$ cat src/rtl/iofm_pkg.sv
package iofm_pkg;

    localparam int IOFM_NBANK = 2;

    typedef enum logic {
        IOFM_LEFT  = 1'b0,
        IOFM_RIGHT = 1'b1
    } iofm_bank_e;

endpackage

$ cat src/rtl/iofm_lenmask.sv
module iofm_lenmask #(
    parameter int W  = 8,
    parameter int PW = $clog2(W)
) (
    input  logic [PW-1:0] len_code,
    output logic [W-1:0]  ones
);
    // a zero code selects the full width
    always_comb begin
        if (len_code == '0) begin
            ones = '1;
        end else begin
            ones = (W'(1) << len_code) - W'(1);
        end
    end
endmodule

$ cat src/rtl/iofm_extract.sv
module iofm_extract #(
    parameter int W  = 8,
    parameter int PW = $clog2(W)
) (
    input  logic [W-1:0]  bank,
    input  logic [PW-1:0] pos,
    input  logic [PW-1:0] len_code,
    output logic [W-1:0]  field
);
    logic [W-1:0]   ones;
    logic [PW-1:0]  amt;
    logic [2*W-1:0] dbl;

    iofm_lenmask #(.W(W), .PW(PW)) u_mask (
        .len_code (len_code),
        .ones     (ones)
    );

    // rotate right by (W-1-pos) through a doubled copy
    always_comb begin
        amt   = PW'(W - 1) - pos;
        dbl   = {bank, bank} >> amt;
        field = dbl[W-1:0] & ones;
    end
endmodule

$ cat src/rtl/iofm_merge.sv
module iofm_merge #(
    parameter int W  = 8,
    parameter int PW = $clog2(W)
) (
    input  logic [W-1:0]  cur,
    input  logic [W-1:0]  val,
    input  logic [PW-1:0] pos,
    input  logic [PW-1:0] len_code,
    output logic [W-1:0]  nxt,
    output logic [W-1:0]  wmask
);
    logic [W-1:0]  ones;
    logic [PW-1:0] shl;

    iofm_lenmask #(.W(W), .PW(PW)) u_mask (
        .len_code (len_code),
        .ones     (ones)
    );

    // shift (not rotate): bits pushed past the MSB are dropped
    always_comb begin
        shl   = PW'(W - 1) - pos;
        wmask = ones << shl;
        nxt   = (cur & ~wmask) | ((val << shl) & wmask);
    end
endmodule

$ cat src/rtl/iofield_unit.sv
module iofield_unit #(
    parameter int W      = 8,
    parameter int XMIT_W = 5,
    parameter int PW     = $clog2(W)
) (
    input  logic          clk,
    input  logic          rst_n,
    input  logic          wr_valid,
    input  logic          wr_bank,
    input  logic          wr_xmit,
    input  logic [PW-1:0] wr_pos,
    input  logic [PW-1:0] wr_len,
    input  logic [W-1:0]  wr_data,
    input  logic          rd_valid,
    input  logic          rd_bank,
    input  logic [PW-1:0] rd_pos,
    input  logic [PW-1:0] rd_len,
    output logic [W-1:0]  rd_data,
    output logic          rd_data_valid,
    output logic [W-1:0]  left_port,
    output logic          left_strobe,
    output logic [W-1:0]  right_port,
    output logic          right_strobe
);
    import iofm_pkg::*;

    localparam int NB = IOFM_NBANK;

    typedef struct packed {
        logic [NB-1:0][W-1:0] bank;
        logic [NB-1:0]        stb;
        logic [W-1:0]         rd_data;
        logic                 rd_vld;
    } iofm_state_t;

    iofm_state_t st_d, st_q;

    logic [W-1:0]         wval;
    logic [NB-1:0][W-1:0] merged;
    logic [NB-1:0][W-1:0] wmask;
    logic [NB-1:0]        wsel;
    logic [W-1:0]         rd_src;
    logic [W-1:0]         rd_field;

    // transmit flavour keeps only the immediate bits
    always_comb begin
        if (wr_xmit) begin
            wval = W'(wr_data[XMIT_W-1:0]);
        end else begin
            wval = wr_data;
        end
    end

    for (genvar b = 0; b < NB; b++) begin : g_bank
        assign wsel[b] = wr_valid && (wr_bank == 1'(b));

        iofm_merge #(.W(W), .PW(PW)) u_merge (
            .cur      (st_q.bank[b]),
            .val      (wval),
            .pos      (wr_pos),
            .len_code (wr_len),
            .nxt      (merged[b]),
            .wmask    (wmask[b])
        );

        AST_OUTSIDE_KEPT: assert property (@(posedge clk) disable iff (!rst_n)
            wsel[b] |=> (((st_q.bank[b] ^ $past(st_q.bank[b])) & ~$past(wmask[b])) == '0));

        AST_IDLE_HOLD: assert property (@(posedge clk) disable iff (!rst_n)
            !wsel[b] |=> $stable(st_q.bank[b]));

        AST_STROBE_PULSE: assert property (@(posedge clk) disable iff (!rst_n)
            wsel[b] |=> st_q.stb[b]);
    end

    // a same-cycle write to the read bank is seen by the read
    always_comb begin
        if (wsel[rd_bank]) begin
            rd_src = merged[rd_bank];
        end else begin
            rd_src = st_q.bank[rd_bank];
        end
    end

    iofm_extract #(.W(W), .PW(PW)) u_extract (
        .bank     (rd_src),
        .pos      (rd_pos),
        .len_code (rd_len),
        .field    (rd_field)
    );

    always_comb begin
        st_d        = st_q;
        st_d.stb    = '0;
        st_d.rd_vld = rd_valid;
        for (int b = 0; b < NB; b++) begin
            if (wsel[b]) begin
                st_d.bank[b] = merged[b];
                st_d.stb[b]  = 1'b1;
            end
        end
        if (rd_valid) begin
            st_d.rd_data = rd_field;
        end
    end

    always_ff @(posedge clk or negedge rst_n) begin
        if (!rst_n) begin
            st_q <= '0;
        end else begin
            st_q <= st_d;
        end
    end

    assign rd_data       = st_q.rd_data;
    assign rd_data_valid = st_q.rd_vld;
    assign left_port     = st_q.bank[IOFM_LEFT];
    assign right_port    = st_q.bank[IOFM_RIGHT];
    assign left_strobe   = st_q.stb[IOFM_LEFT];
    assign right_strobe  = st_q.stb[IOFM_RIGHT];

    AST_ONE_STROBE: assert property (@(posedge clk) disable iff (!rst_n)
        $onehot0({left_strobe, right_strobe}));

    AST_RD_UPPER_CLEAR: assert property (@(posedge clk) disable iff (!rst_n)
        (rd_valid && rd_len != '0) |=> ((rd_data >> $past(rd_len)) == '0));

    AST_RD_VALID_NEXT: assert property (@(posedge clk) disable iff (!rst_n)
        rd_valid |=> rd_data_valid);

endmodule

$ cat config.mk
export PLATFORM = sky130hd
export DESIGN_NAME = iofield_unit
export DESIGN_NICKNAME = d
export VERILOG_FILES = /design/src/rtl/iofm_pkg.sv /design/src/rtl/iofm_lenmask.sv /design/src/rtl/iofm_extract.sv /design/src/rtl/iofm_merge.sv /design/src/rtl/iofield_unit.sv
export SDC_FILE = /design/constraint.sdc
export NUM_CORES = 1
export LEC_CHECK = 0
export BUFFER_PORTS_ARGS = -buffer_cell sky130_fd_sc_hd__clkbuf_2
export CAP_MARGIN = 10
export CORE_ASPECT_RATIO = 0.8
export CORE_MARGIN = 10
export CORE_UTILIZATION = 50
export DETAILED_ROUTE_END_ITERATION = 16
export GPL_TIMING_DRIVEN = 0
export PLACE_DENSITY = 0.74
export SETUP_SLACK_MARGIN = 0.05
export SLEW_MARGIN = 20
export SYNTH_ARGS = -nofsm -noshare
export SYNTH_HDL_FRONTEND = slang
export SYNTH_SLANG_ARGS = --single-unit
$ cat constraint.sdc
create_clock -name clk -period 1.7 [get_ports clk]
set_input_delay 0.34 -clock clk [delete_from_list [all_inputs] [get_ports clk]]
set_output_delay 0.34 -clock clk [all_outputs]
set_load 0.02 [all_outputs]
* Word level (Yosys, flattened, before mapping) *
Index checks and enable logic that the tools add are counted.

operators by class
  add/sub/neg operators = 4
  multiply operators = 0
  div/mod/pow operators = 0
  order comparisons = 1
  eq/ne operators = 0
  shifts and indexed selects = 5
  mux-type cells = 12
  bitwise operators = 8
  reductions and logical operators = 4

operators by type and width
  cell                                                 count
  2-to-1 mux 8 bit                                     8
  AND 8 bit                                            4
  bitwise OR 8 bit                                     2
  left shift 1 x 3 -> 8 bit (first input constant)     2
  left shift 8 x 3 -> 8 bit                            2
  right shift 16 x 3 -> 8 bit                          1
  subtractor 8 x 2 -> 8 bit (second input constant)    2
  NOT 8 bit                                            1
  logical NOT 3 bit                                    2
  subtractor 3 bit (first input constant)              2
  2-to-1 mux 1 bit                                     4
  logical AND 1 bit                                    2
  < comparator 1 x 2 -> 1 bit (second input constant)  1
  NOT 1 bit                                            1

word-level totals
  flip-flop bits (word level) = 27
  bits in latches = 0
  memory bits (writable) = 0
  memory bits (read-only) = 0
  bits of input ports = 27
  output and inout port bits = 27
  logic and storage cells = 39
  memories kept = 0

* Longest topological paths before layout *
Gate-level depths: netlist of the first run.

  depth in word-level cells = 12
  mapped depth = 10
  gate-level depth less buffers = 7

* By module *
Synthesis of the first run repeated with hierarchy kept, for this count alone.

second synthesis, totals
  cell total of the unflattened synthesis = 298
  area, all modules = 2846.5 um^2

by module, submodules not included
  module        instances  cells each  area each (um^2)  seq. area each (um^2)
  iofield_unit  1          68          1119.8            675.6
  iofm_merge    2          70          555.5             0.0
  iofm_extract  1          45          371.6             0.0
  iofm_lenmask  3          15          81.3              0.0

* Least setup slack after synthesis of the first run *
OpenSTA, ideal clock, no wires.

  path kind = input to register
  from = in wr_pos[0]
  to = reg st_q, in the netlist rd_data[2]
  setup time = 0.101 ns
  arrival = 2.277 ns
  required time = 1.599 ns
  setup slack = -0.677 ns
  stages on the path = 7
  buffers on the path = 1
  cell sequence = buf_6 > or2_1 > nor2b_1 > a211oi_1 > mux2_2 > mux4_2 > o311ai_2

on the way
  word-level cells in the longest chain between the ends = 10
  elaborated cells between the ends (all ways) = 14
  classes of those cells = 1 x add/sub; 3 x shift; 3 x mux; 7 x bitwise

RTL lines
  what                                                      RTL line             RTL
  from (decl)                                               iofield_unit.sv:11   input logic [PW-1:0] wr_pos,
  subtractor 3 bit (*)                                      iofm_merge.sv:22     shl = PW'(W - 1) - pos;
  left shift 8 x 3 -> 8 bit                                 iofm_merge.sv:23     wmask = ones << shl;
  NOT 8 bit                                                 iofm_merge.sv:24     nxt = (cur & ~wmask) | ((val << shl) & wmask);
  AND 8 bit                                                 iofm_merge.sv:24
  bitwise OR 8 bit                                          iofm_merge.sv:24
  2-to-1 mux 8 bit (implied by the code) (*) (2 in series)  iofield_unit.sv:79   rd_src = merged[rd_bank];
  2-to-1 mux 8 bit (*)                                      iofield_unit.sv:78   if (wsel[rd_bank]) begin
  right shift 16 x 3 -> 8 bit (*)                           iofm_extract.sv:22   dbl = {bank, bank} >> amt;
  AND 8 bit (*)                                             iofm_extract.sv:23   field = dbl[W-1:0] & ones;
  to (signal assigned)                                      iofield_unit.sv:111  st_q <= st_d;
  to (decl)                                                 iofield_unit.sv:36   iofm_state_t st_d, st_q;

Mark *: on every way between the ends. The rest lies on a longest branch, timed or not. The select of a mux whose other input is x is not followed.
A chain may end at the register's enable or synchronous reset.

* Worst setup path after layout of the first run *
Ends and elaborated chain as after synthesis.

==> impl_metrics.env, run 1 <==
export IMPL_routed_wl_um=9140
export IMPL_worst_slack_ns=-0.504
export IMPL_drv_slew=0
export IMPL_start_util=0.520
export IMPL_cts_buffer_depth=2
export IMPL_critPathKind="input port to flop"
export IMPL_rsz0062_at_grt="yes"
export IMPL_critPathSlowestCell="mux4_2"
export IMPL_p_per_area_mw_per_mm2=771
export IMPL_top_usage_layer="met2"
export IMPL_io_buffers=51
export IMPL_rows=22
export IMPL_worstMarginPinSlew_ns=0.669
export IMPL_synth_seq_cells=27
export IMPL_cts_root_buffer="clkbuf_8"
export IMPL_cts_num_sinks=27
export IMPL_fin_skew_ns=0.00329
export IMPL_final_util=0.766
export IMPL_fin_crit_sh=1.30
export IMPL_ctsHtreeMaxLevel=1
export IMPL_grt_util_all_layers=0.189
export IMPL_synthArstFlopShare=1.00
export IMPL_cp_max_fo=8
export IMPL_synth_seq_area_share=0.283
export IMPL_violations="setup timing"
export IMPL_grt_pass1_vias=2562
export IMPL_drv_cap=0
export IMPL_clock_fmax_mhz=454
export IMPL_setup_viol=12
export IMPL_grt_pass1_wl_um=12600
export IMPL_fin_nets=393
export IMPL_critPathMaxStageDelay_ns=0.49
export IMPL_drc=0
export IMPL_slew_headroom=0.554
export IMPL_hold_class="input port to asynchronous set/reset pin"
export IMPL_num_vias=2827
export IMPL_crit_chain="buf_12, buf_4, mux2i_4, a21oi_1, a22o_1, nor3_2, or2_1, mux4_2, o311ai_2"
export IMPL_first_pass_iters=6
export IMPL_grt_use_met1=0.254
export IMPL_die_height_um=81.9
export IMPL_ff_latch_area_um2=676
export IMPL_yosysTopAreaCell="dfrtp_1"
export IMPL_cts_clk_slew_worst_paths_ns=0.09
export IMPL_antenna_found_initial=0
export IMPL_critPathArrivalTime_ns=2.39
export IMPL_dp_hpwl_um=5560
export IMPL_worstPathRequired_ns=1.88
export IMPL_status="finished with violations"
export IMPL_pin_count=54
export IMPL_syn_inst=274
export IMPL_post_synth_cell_area_avg_um2=8.73
export IMPL_use_met2=0.299
export IMPL_dieArea_mm2=0.00797
export IMPL_synth_ff_type="dfrtp_1"
export IMPL_start_kind="input port"
export IMPL_synth_cell_area_mm2=0.00239
export IMPL_cts_tree="yes"
export IMPL_finalHoldViolations=0
export IMPL_cts_made_buffers=3
export IMPL_ys_top_cells_by_area="dfrtp_1, mux2_2, mux2i_1"
export IMPL_syn_to_final_growth_pct=47.3
export IMPL_synth_edf_count=0
export IMPL_grt_max_degree=28
export IMPL_hold_ws_ns=0.0776
export IMPL_overflow=0
export IMPL_drt_iter0_drc=454
export IMPL_timing_final_crit_period_ns=2.20
export IMPL_syn_nets=301
export IMPL_viasPerCell=6.65
export IMPL_wl_per_cell_um=21.5
export IMPL_end_kind="flop"
export IMPL_multi_input_area_mm2=0.00193
export IMPL_gr_usage_met3=0.0470
export IMPL_coreArea_mm2=0.00460
export IMPL_fp_dieW_um=97.3
export IMPL_nFillCells=294
export IMPL_gp_congestion=0.901
export IMPL_peakVddDrop_mv=0.695
export IMPL_drive_above_1_share=0.510
export IMPL_synth_top_area_frac=0.283
export IMPL_final_antenna_net_count=0
export IMPL_clk_latency_ns=0.28
export IMPL_tns_ns=-3.79
export IMPL_ys_warn_count=0
export IMPL_ys_types=61
export IMPL_antenna_cells=0
export IMPL_leakage_nw=1.61
-- routing by layer --
| layer | vias to the layer above | share of wire |
|---|---|---|
| met3 | 75 | 0.11 |
| met1 | 1294 | 0.40 |
| met5 | - | 0 |
| met2 | 247 | 0.43 |
| met4 | 0 | 0.060 |
| li1 | 1211 | - |
-- stage by stage --
step | setup WS (ns) | cells | area (um2) | total power [mW]
floorplan | -0.582 | 274 | 2490 | 1.64
global placement | -0.910 | 385 | 2820 | 1.99
detailed placement | -0.910 | 385 | 2820 | 2.01
CTS | -0.400 | 411 | 3240 | 2.53
global route | -0.541 | 425 | 3520 | 2.83
finish | -0.504 | 425 | 3520 | 2.71
-- critical path: cells and delay by family --
family	cells	cell delay (ns)
simple gates	2	0.35
buf+inv	2	0.27
compound gates	3	0.73
mux	2	0.69
-- what timing repair did --
| action | CTS | global route |
|---|---|---|
| endpoints found under the setup margin | 13 | 15 |
| setup buffers | 21 | 14 |
| cloned | 1 | 0 |
| pin swaps | 19 | 17 |
| resized for setup | 51 | 44 |
| hold buffers | 0 | 0 |
-- cell usage after synthesis (3+ instances only) --
| cell | n |
|---|---|
| nor3_1 | 5 |
| buf_2 | 5 |
| a21o_1 | 5 |
| a211oi_1 | 5 |
| mux2i_1 | 14 |
| nand3_1 | 8 |
| nand2_1 | 27 |
| inv_1 | 12 |
| a211o_1 | 4 |
| o221a_2 | 3 |
| nor2b_1 | 7 |
| o31ai_1 | 4 |
| nor2_1 | 31 |
| o221ai_1 | 3 |
| mux2_2 | 16 |
| buf_6 | 5 |
| mux4_2 | 3 |
| o21ai_1 | 4 |
| a31oi_1 | 5 |
| and2_1 | 3 |
| dfrtp_1 | 27 |
| a32oi_1 | 3 |
| a21oi_1 | 14 |
| nand2b_1 | 6 |
| o21ai_0 | 8 |
-- flip-flops by register name, indices dropped and copies added (netlist names) --
name           flops
left_port          8
left_strobe        1
rd_data            8
rd_data_valid      1
right_port         8
right_strobe       1
-- area by class of cell --
cell class                      count  area share
Multi-Input combinational cell    221       0.548
Sequential cell                    27       0.192
Timing Repair Buffer               87       0.162
Buffer                             14      0.0505
Tap cell                           60      0.0213
Inverter                           12      0.0135
Clock buffer                        3      0.0117
Clock inverter                      1     0.00142
-- logic make-up after synthesis --
| group | after synthesis | share of synthesized area |
|---|---|---|
| compound gates | 80 | 0.251 |
| buf+inv | 26 | 0.0623 |
| simple gates | 104 | 0.219 |
| xor+xnor | 2 | 0.0105 |
| flops | 27 | 0.283 |
| mux | 35 | 0.175 |
-- where the power goes --
group,switching [mW],internal [mW],total (mW),leakage (nW)
sequential,0.0945,0.772,0.866,0.334
clock,0.203,0.165,0.368,0.0255
combinational,0.826,0.653,1.48,1.25
-- placed cells by master (no fill, tap or decap), types with 3 or more instances in the layout --
master    instances
o21ai_1           4
a31oi_1           3
a21o_1            5
buf_6             9
and2_4            3
a21oi_1          12
o21ai_0           5
mux2_4            9
a211o_1           4
inv_1             9
clkbuf_2         46
nand2_2           5
clkbuf_8          3
buf_4            32
mux4_2            3
buf_8             9
nand2_1          22
dfrtp_1          27
mux2_2            9
nor2_1           27
nand3_1           7
o21ai_2           3
nor2b_4           4
nand2b_1          5
nor3_1            3
nor2b_1           4
mux2i_1          13
-- path summary, 6_finish.rpt --
path / cells after the start / slack, ns / to / from
max: 9 / -0.50 / rd_data[2] / wr_pos[0]
min: 1 / 0.08 / left_port[3] / rst_n
max reg2reg: 7 / -0.31 / rd_data[5] / right_port[1]
min reg2reg: 1 / 0.51 / rd_data[3] / rd_data[3]
max in group asynchronous: 1 / 1.19 / right_port[5] / rst_n
min in group clk: 1 / 0.18 / rd_data_valid / rd_valid
Note: power is estimated with default switching activity, not from simulation.
==> run 2: changes to the inputs <==
Settings changed: SKIP_LAST_GASP from default to 1.
==> run 2 against run 1 <==
Effect of this change: first-iteration DRC count rose by 2.4%; wire length fell by 3.1%; cell count rose by 0.24%; non-clock buffer count rose by 1; power fell by 0.51%; the run still ends with setup timing left.
==> impl_metrics.env, run 2 (same netlist as run 1, synthesis figures left out) <==
export IMPL_status="finished with violations"
export IMPL_violations="setup timing"
export IMPL_end_kind="flop"
export IMPL_routed_wl_um=8860
export IMPL_leakage_nw=1.62
export IMPL_fin_crit_sh=1.27
export IMPL_grt_pass1_vias=2565
export IMPL_critPathKind="input port to flop"
export IMPL_grt_pass1_wl_um=12600
export IMPL_cp_num_buf_inv=1
export IMPL_critPathSlowestCell="nor4bb_2"
export IMPL_dieArea_mm2=0.00797
export IMPL_antenna_cells=0
export IMPL_viasPerCell=6.46
export IMPL_worstPathRequired_ns=1.89
export IMPL_setup_viol=12
export IMPL_cts_tree="yes"
export IMPL_slew_headroom=0.550
export IMPL_grt_max_degree=28
export IMPL_die_height_um=81.9
export IMPL_cts_made_buffers=3
export IMPL_grt_util_all_layers=0.189
export IMPL_ctsHtreeMaxLevel=1
export IMPL_dp_hpwl_um=5560
export IMPL_critPathMaxStageDelay_ns=0.51
export IMPL_power_share_switching=0.410
export IMPL_p_per_area_mw_per_mm2=762
export IMPL_mostFrequentLayoutCell="clkbuf_2"
export IMPL_internal_power_mw=1.59
export IMPL_syn_to_final_growth_pct=48.1
export IMPL_fin_skew_ns=0.000797
export IMPL_worst_slack_ns=-0.460
export IMPL_fp_dieW_um=97.3
export IMPL_drive_above_1_share=0.508
export IMPL_start_kind="input port"
export IMPL_power_frac_comb=0.543
export IMPL_drv_cap=0
export IMPL_final_antenna_net_count=0
export IMPL_clk_latency_ns=0.28
export IMPL_worstMarginPinSlew_ns=0.675
export IMPL_timing_final_crit_period_ns=2.16
export IMPL_gp_congestion=0.901
export IMPL_pre_cts_slack_ns=-0.910
export IMPL_mostFrequentLayoutCells="clkbuf_2, buf_4, nor2_1, dfrtp_1, nand2_1"
export IMPL_critPathArrivalTime_ns=2.35
export IMPL_num_vias=2752
export IMPL_drv_slew=0
export IMPL_pin_count=54
export IMPL_p_switching_mw=1.11
export IMPL_start_util=0.520
export IMPL_fin_nets=394
export IMPL_hold_class="input port to asynchronous set/reset pin"
export IMPL_crit_chain="buf_8, nor4bb_2, a211oi_4, nand2_1, mux2_2, mux4_2, o311ai_2"
export IMPL_cts_root_buffer="clkbuf_8"
export IMPL_power_frac_seq=0.321
export IMPL_overflow=0
export IMPL_first_pass_iters=6
export IMPL_clock_fmax_mhz=463
export IMPL_cts_buffer_depth=2
export IMPL_cts_num_sinks=27
export IMPL_antenna_found_initial=0
export IMPL_rows=22
export IMPL_wl_per_cell_um=20.8
export IMPL_rsz0062_at_grt="yes"
export IMPL_io_buffers=51
export IMPL_crit_path_start="wr_len[0]"
export IMPL_finalHoldViolations=0
export IMPL_hold_ws_ns=0.0784
export IMPL_drt_iter0_drc=465
export IMPL_cpLargestDelayFamily="multiplexers"
export IMPL_cts_clk_slew_worst_paths_ns=0.09
export IMPL_drc=0
export IMPL_coreArea_mm2=0.00460
export IMPL_pwr_share_clk=0.137
export IMPL_cp_max_fo=7
export IMPL_peakVddDrop_mv=0.685
export IMPL_crit_reg2reg_launch="right_port[1]"
-- run 2: power groups by stage --
stage,registers [mW],clock network [mW],logic [mW]
after floorplan,1.03,0,0.615
after global placement,0.872,0,1.12
after detailed placement,0.877,0,1.13
after CTS,0.865,0.371,1.28
after global routing,0.885,0.395,1.55
final,0.865,0.369,1.46
-- run 2: cell type report --
class / count / area, um2
buffer: 14 / 178
sequential: 27 / 676
multi-input combinational: 221 / 1930
clock inverter: 1 / 5.00
inverter: 12 / 52.6
fill: 291 / 1060
clock buffer: 3 / 41.3
timing repair buffer: 88 / 588
tap: 60 / 75.1
-- run 2: worst paths after layout --
| kind | end | depth (start not counted) | slack, ns |
|---|---|---|---|
| min in group clk | rd_data_valid | 1 | 0.18 |
| worst max register to register | rd_data[5] | 7 | -0.25 |
| max in group asynchronous | right_port[5] | 1 | 1.18 |
| worst min-delay path | left_strobe | 1 | 0.08 |
| worst min register to register | rd_data[3] | 1 | 0.51 |
| worst max-delay path | rd_data[2] | 7 | -0.46 |
-- run 2: repair_timing --
action                                  CTS  global route
hold endpoints to repair                  0             0
pin swaps                                18            20
resized for setup                        50            49
buffers inserted                         21            15
endpoints found under the setup margin   13            15
hold buffers                              0             0
gates cloned                              1             0
-- run 2: routing by layer --
layer	vias up	track usage	wire, um
li1	1209	-	-
met1	1301	0.254	3570
met2	192	0.295	3940
met3	50	0.0512	1020
met4	0	0.0536	335
met5	-	0	0
-- run 2: stage by stage --
step / cell area, um2 / util / setup TNS [ns] / cells / total power, mW
6_report: 3540 / 0.770 / -3.54 / 426 / 2.70
2_1_floorplan: 2490 / - / -3.96 / 274 / 1.64
3_3_place_gp: 2820 / 0.613 / -8.52 / 385 / 1.99
3_5_place_dp: 2820 / 0.613 / -8.82 / 385 / 2.01
5_1_grt: 3540 / 0.770 / -4.05 / 426 / 2.83
4_1_cts: 3240 / 0.704 / -3.02 / 411 / 2.52
-- run 2: worst reg2reg max path: cells and delay by family, from the launching register on --
kind           cells  cell delay, ns
multiplexers       1            0.25
flip-flops         1            0.41
AO/OA/AOI/OAI      6            1.18
==> run 3: changes to the inputs <==
Settings changed: CORE_ASPECT_RATIO 0.8 to default, CTS_CLUSTER_DIAMETER from default to 50.
==> run 3 against run 2 <==
Effect of this change: the flow still finishes with violations (setup timing); register-to-register slack gained 0.16 ns; via count rose by 3.8%; flip-flop and latch count stayed put; fmax increased by 0.52%; global-route usage rose by 0.70 points; power increased by 3.1%; wire length increased by 4.3%; first-iteration DRC count is 28% lower; core utilization grew 3.1 points; sequential share of layout area shrank 1.1 points; clock power decreased by 2%.
==> impl_metrics.env, run 3 (same netlist as run 1, synthesis figures left out) <==
export IMPL_num_vias=2856
export IMPL_io_buffers=51
export IMPL_worstPathRequired_ns=1.87
export IMPL_wl_per_cell_um=21.5
export IMPL_antenna_found_initial=0
export IMPL_nFillCells=275
export IMPL_grt_pass1_vias=2573
export IMPL_critPathArrivalTime_ns=2.32
export IMPL_clk_latency_ns=0.28
export IMPL_grt_util_all_layers=0.196
export IMPL_dp_hpwl_um=5410
export IMPL_cts_tree="yes"
export IMPL_drc=0
export IMPL_grt_pass1_wl_um=12600
export IMPL_gp_congestion=0.947
export IMPL_worst_slack_ns=-0.448
export IMPL_final_antenna_net_count=0
export IMPL_wl_met3_um=1020
export IMPL_violations="setup timing"
export IMPL_coreArea_mm2=0.00469
export IMPL_die_height_um=89.2
export IMPL_tns_ns=-3.33
export IMPL_routed_wl_um=9230
export IMPL_mostFrequentLayoutCell="clkbuf_2"
export IMPL_fin_nets=404
export IMPL_fin_skew_ns=0.00203
export IMPL_clock_fmax_mhz=465
export IMPL_drv_slew=0
export IMPL_start_kind="input port"
export IMPL_cts_made_buffers=3
export IMPL_mostFrequentLayoutCells="clkbuf_2, buf_4, dfrtp_1, nor2_1, nand2_1"
export IMPL_postCtsHoldBufs=0
export IMPL_leakage_nw=1.71
export IMPL_dr_wl_met2_um=4230
export IMPL_grt_max_degree=28
export IMPL_cts_clk_slew_worst_paths_ns=0.08
export IMPL_dr_max_layer_used="met4"
export IMPL_end_kind="flop"
export IMPL_ctsHtreeMaxLevel=1
export IMPL_hold_class="input port to asynchronous set/reset pin"
export IMPL_slew_headroom=0.554
export IMPL_viasPerCell=6.64
export IMPL_final_util=0.801
export IMPL_critPathKind="input port to flop"
export IMPL_p_per_area_mw_per_mm2=740
export IMPL_status="finished with violations"
export IMPL_drv_cap=0
export IMPL_timing_final_crit_period_ns=2.15
export IMPL_cts_root_buffer="clkbuf_8"
export IMPL_fp_dieW_um=89.2
export IMPL_antenna_cells=0
export IMPL_drt_iter0_drc=333
export IMPL_wl_met1_um=3460
export IMPL_drive_above_1_share=0.548
export IMPL_fin_crit_sh=1.26
export IMPL_pre_cts_slack_ns=-0.880
export IMPL_finalHoldViolations=0
export IMPL_syn_to_final_growth_pct=57.2
export IMPL_worstMarginPinSlew_ns=0.669
export IMPL_rsz0062_at_grt="yes"
export IMPL_setup_viol=12
export IMPL_cts_buffer_depth=2
export IMPL_pin_count=54
export IMPL_peakVddDrop_mv=0.624
export IMPL_first_pass_iters=5
export IMPL_rows=25
export IMPL_dieArea_mm2=0.00795
export IMPL_start_util=0.510
export IMPL_cts_num_sinks=27
export IMPL_cp_max_fo=8
export IMPL_overflow=0
run 3: changes by cell type in the layout (fill, tap and decap cells not counted), moves of 2 or more:
| cell | previous run | this run |
|---|---|---|
| a21oi_4 | 0 | 2 |
| o221ai_2 | 0 | 2 |
| mux2i_1 | 13 | 11 |
| nor2_2 | 2 | 5 |
| nor2_1 | 27 | 24 |
| nor2b_1 | 4 | 2 |
| nor2b_4 | 4 | 6 |
| buf_4 | 32 | 43 |
| buf_12 | 1 | 4 |
| mux2i_2 | 0 | 2 |
| buf_8 | 11 | 8 |
| o31ai_2 | 2 | 0 |
| o221ai_1 | 2 | 0 |
run 3: final cells by class:
type,count,area (um2),area share
Multi-Input combinational cell,221,2000,0.532
Sequential cell,27,676,0.180
Buffer,14,186,0.0496
Inverter,12,51.3,0.0136
Tap cell,54,67.6,0.0180
Clock buffer,4,45.0,0.0120
Timing Repair Buffer,98,733,0.195
run 3: report_power, final:
part	internal (mW)	total [mW]	switching [mW]
Clock	0.168	0.361	0.192
Combinational	0.718	1.56	0.841
Sequential	0.772	0.863	0.0913
run 3: final timing paths:
kind / start / endpoint / slack [ns] / cells past startpoint
min in group clk: rd_valid / rd_data_valid / 0.18 / 1
worst min register to register: rd_data[5] / rd_data[5] / 0.50 / 2
worst min-delay path: rst_n / left_port[3] / 0.08 / 1
worst max-delay path: wr_pos[1] / rd_data[3] / -0.45 / 11
worst max register to register: left_port[0] / rd_data[4] / -0.09 / 5
max in group asynchronous: rst_n / rd_data[5] / 1.19 / 1
run 3: routing by layer:
layer,vias to the layer above,GRT usage
met5,-,0
met4,0,0.0766
met3,50,0.0428
met2,218,0.306
met1,1360,0.258
li1,1228,-
run 3: stage by stage:
step | cell area (um2) | instances | hold WS [ns] | power, mW
floorplan | 2490 | 274 | 0.0444 | 1.64
global placement | 2810 | 379 | 0.395 | 1.98
detailed placement | 2810 | 379 | 0.395 | 2.00
CTS | 3400 | 417 | 0.101 | 2.55
global route | 3760 | 430 | 0.117 | 2.92
finish | 3760 | 430 | 0.0782 | 2.78
run 3: worst max-delay path, cell delays in order:
cell and delay (ns):
clkbuf_16 0.13, buf_12 0.14, buf_8 0.13, buf_4 0.14, a211oi_2 0.22, a211o_1 0.27
o2111ai_2 0.22, a21bo_2 0.28, a32oi_2 0.08, o211a_1 0.14, a211o_1 0.22
run 3: repair_timing:
item / in CTS / in global routing
endpoints found under the setup margin: 14 / 16
hold endpoints to repair: 0 / 0
setup buffers: 32 / 13
resized for setup: 56 / 64
pin swaps: 11 / 25
gates cloned: 2 / 0
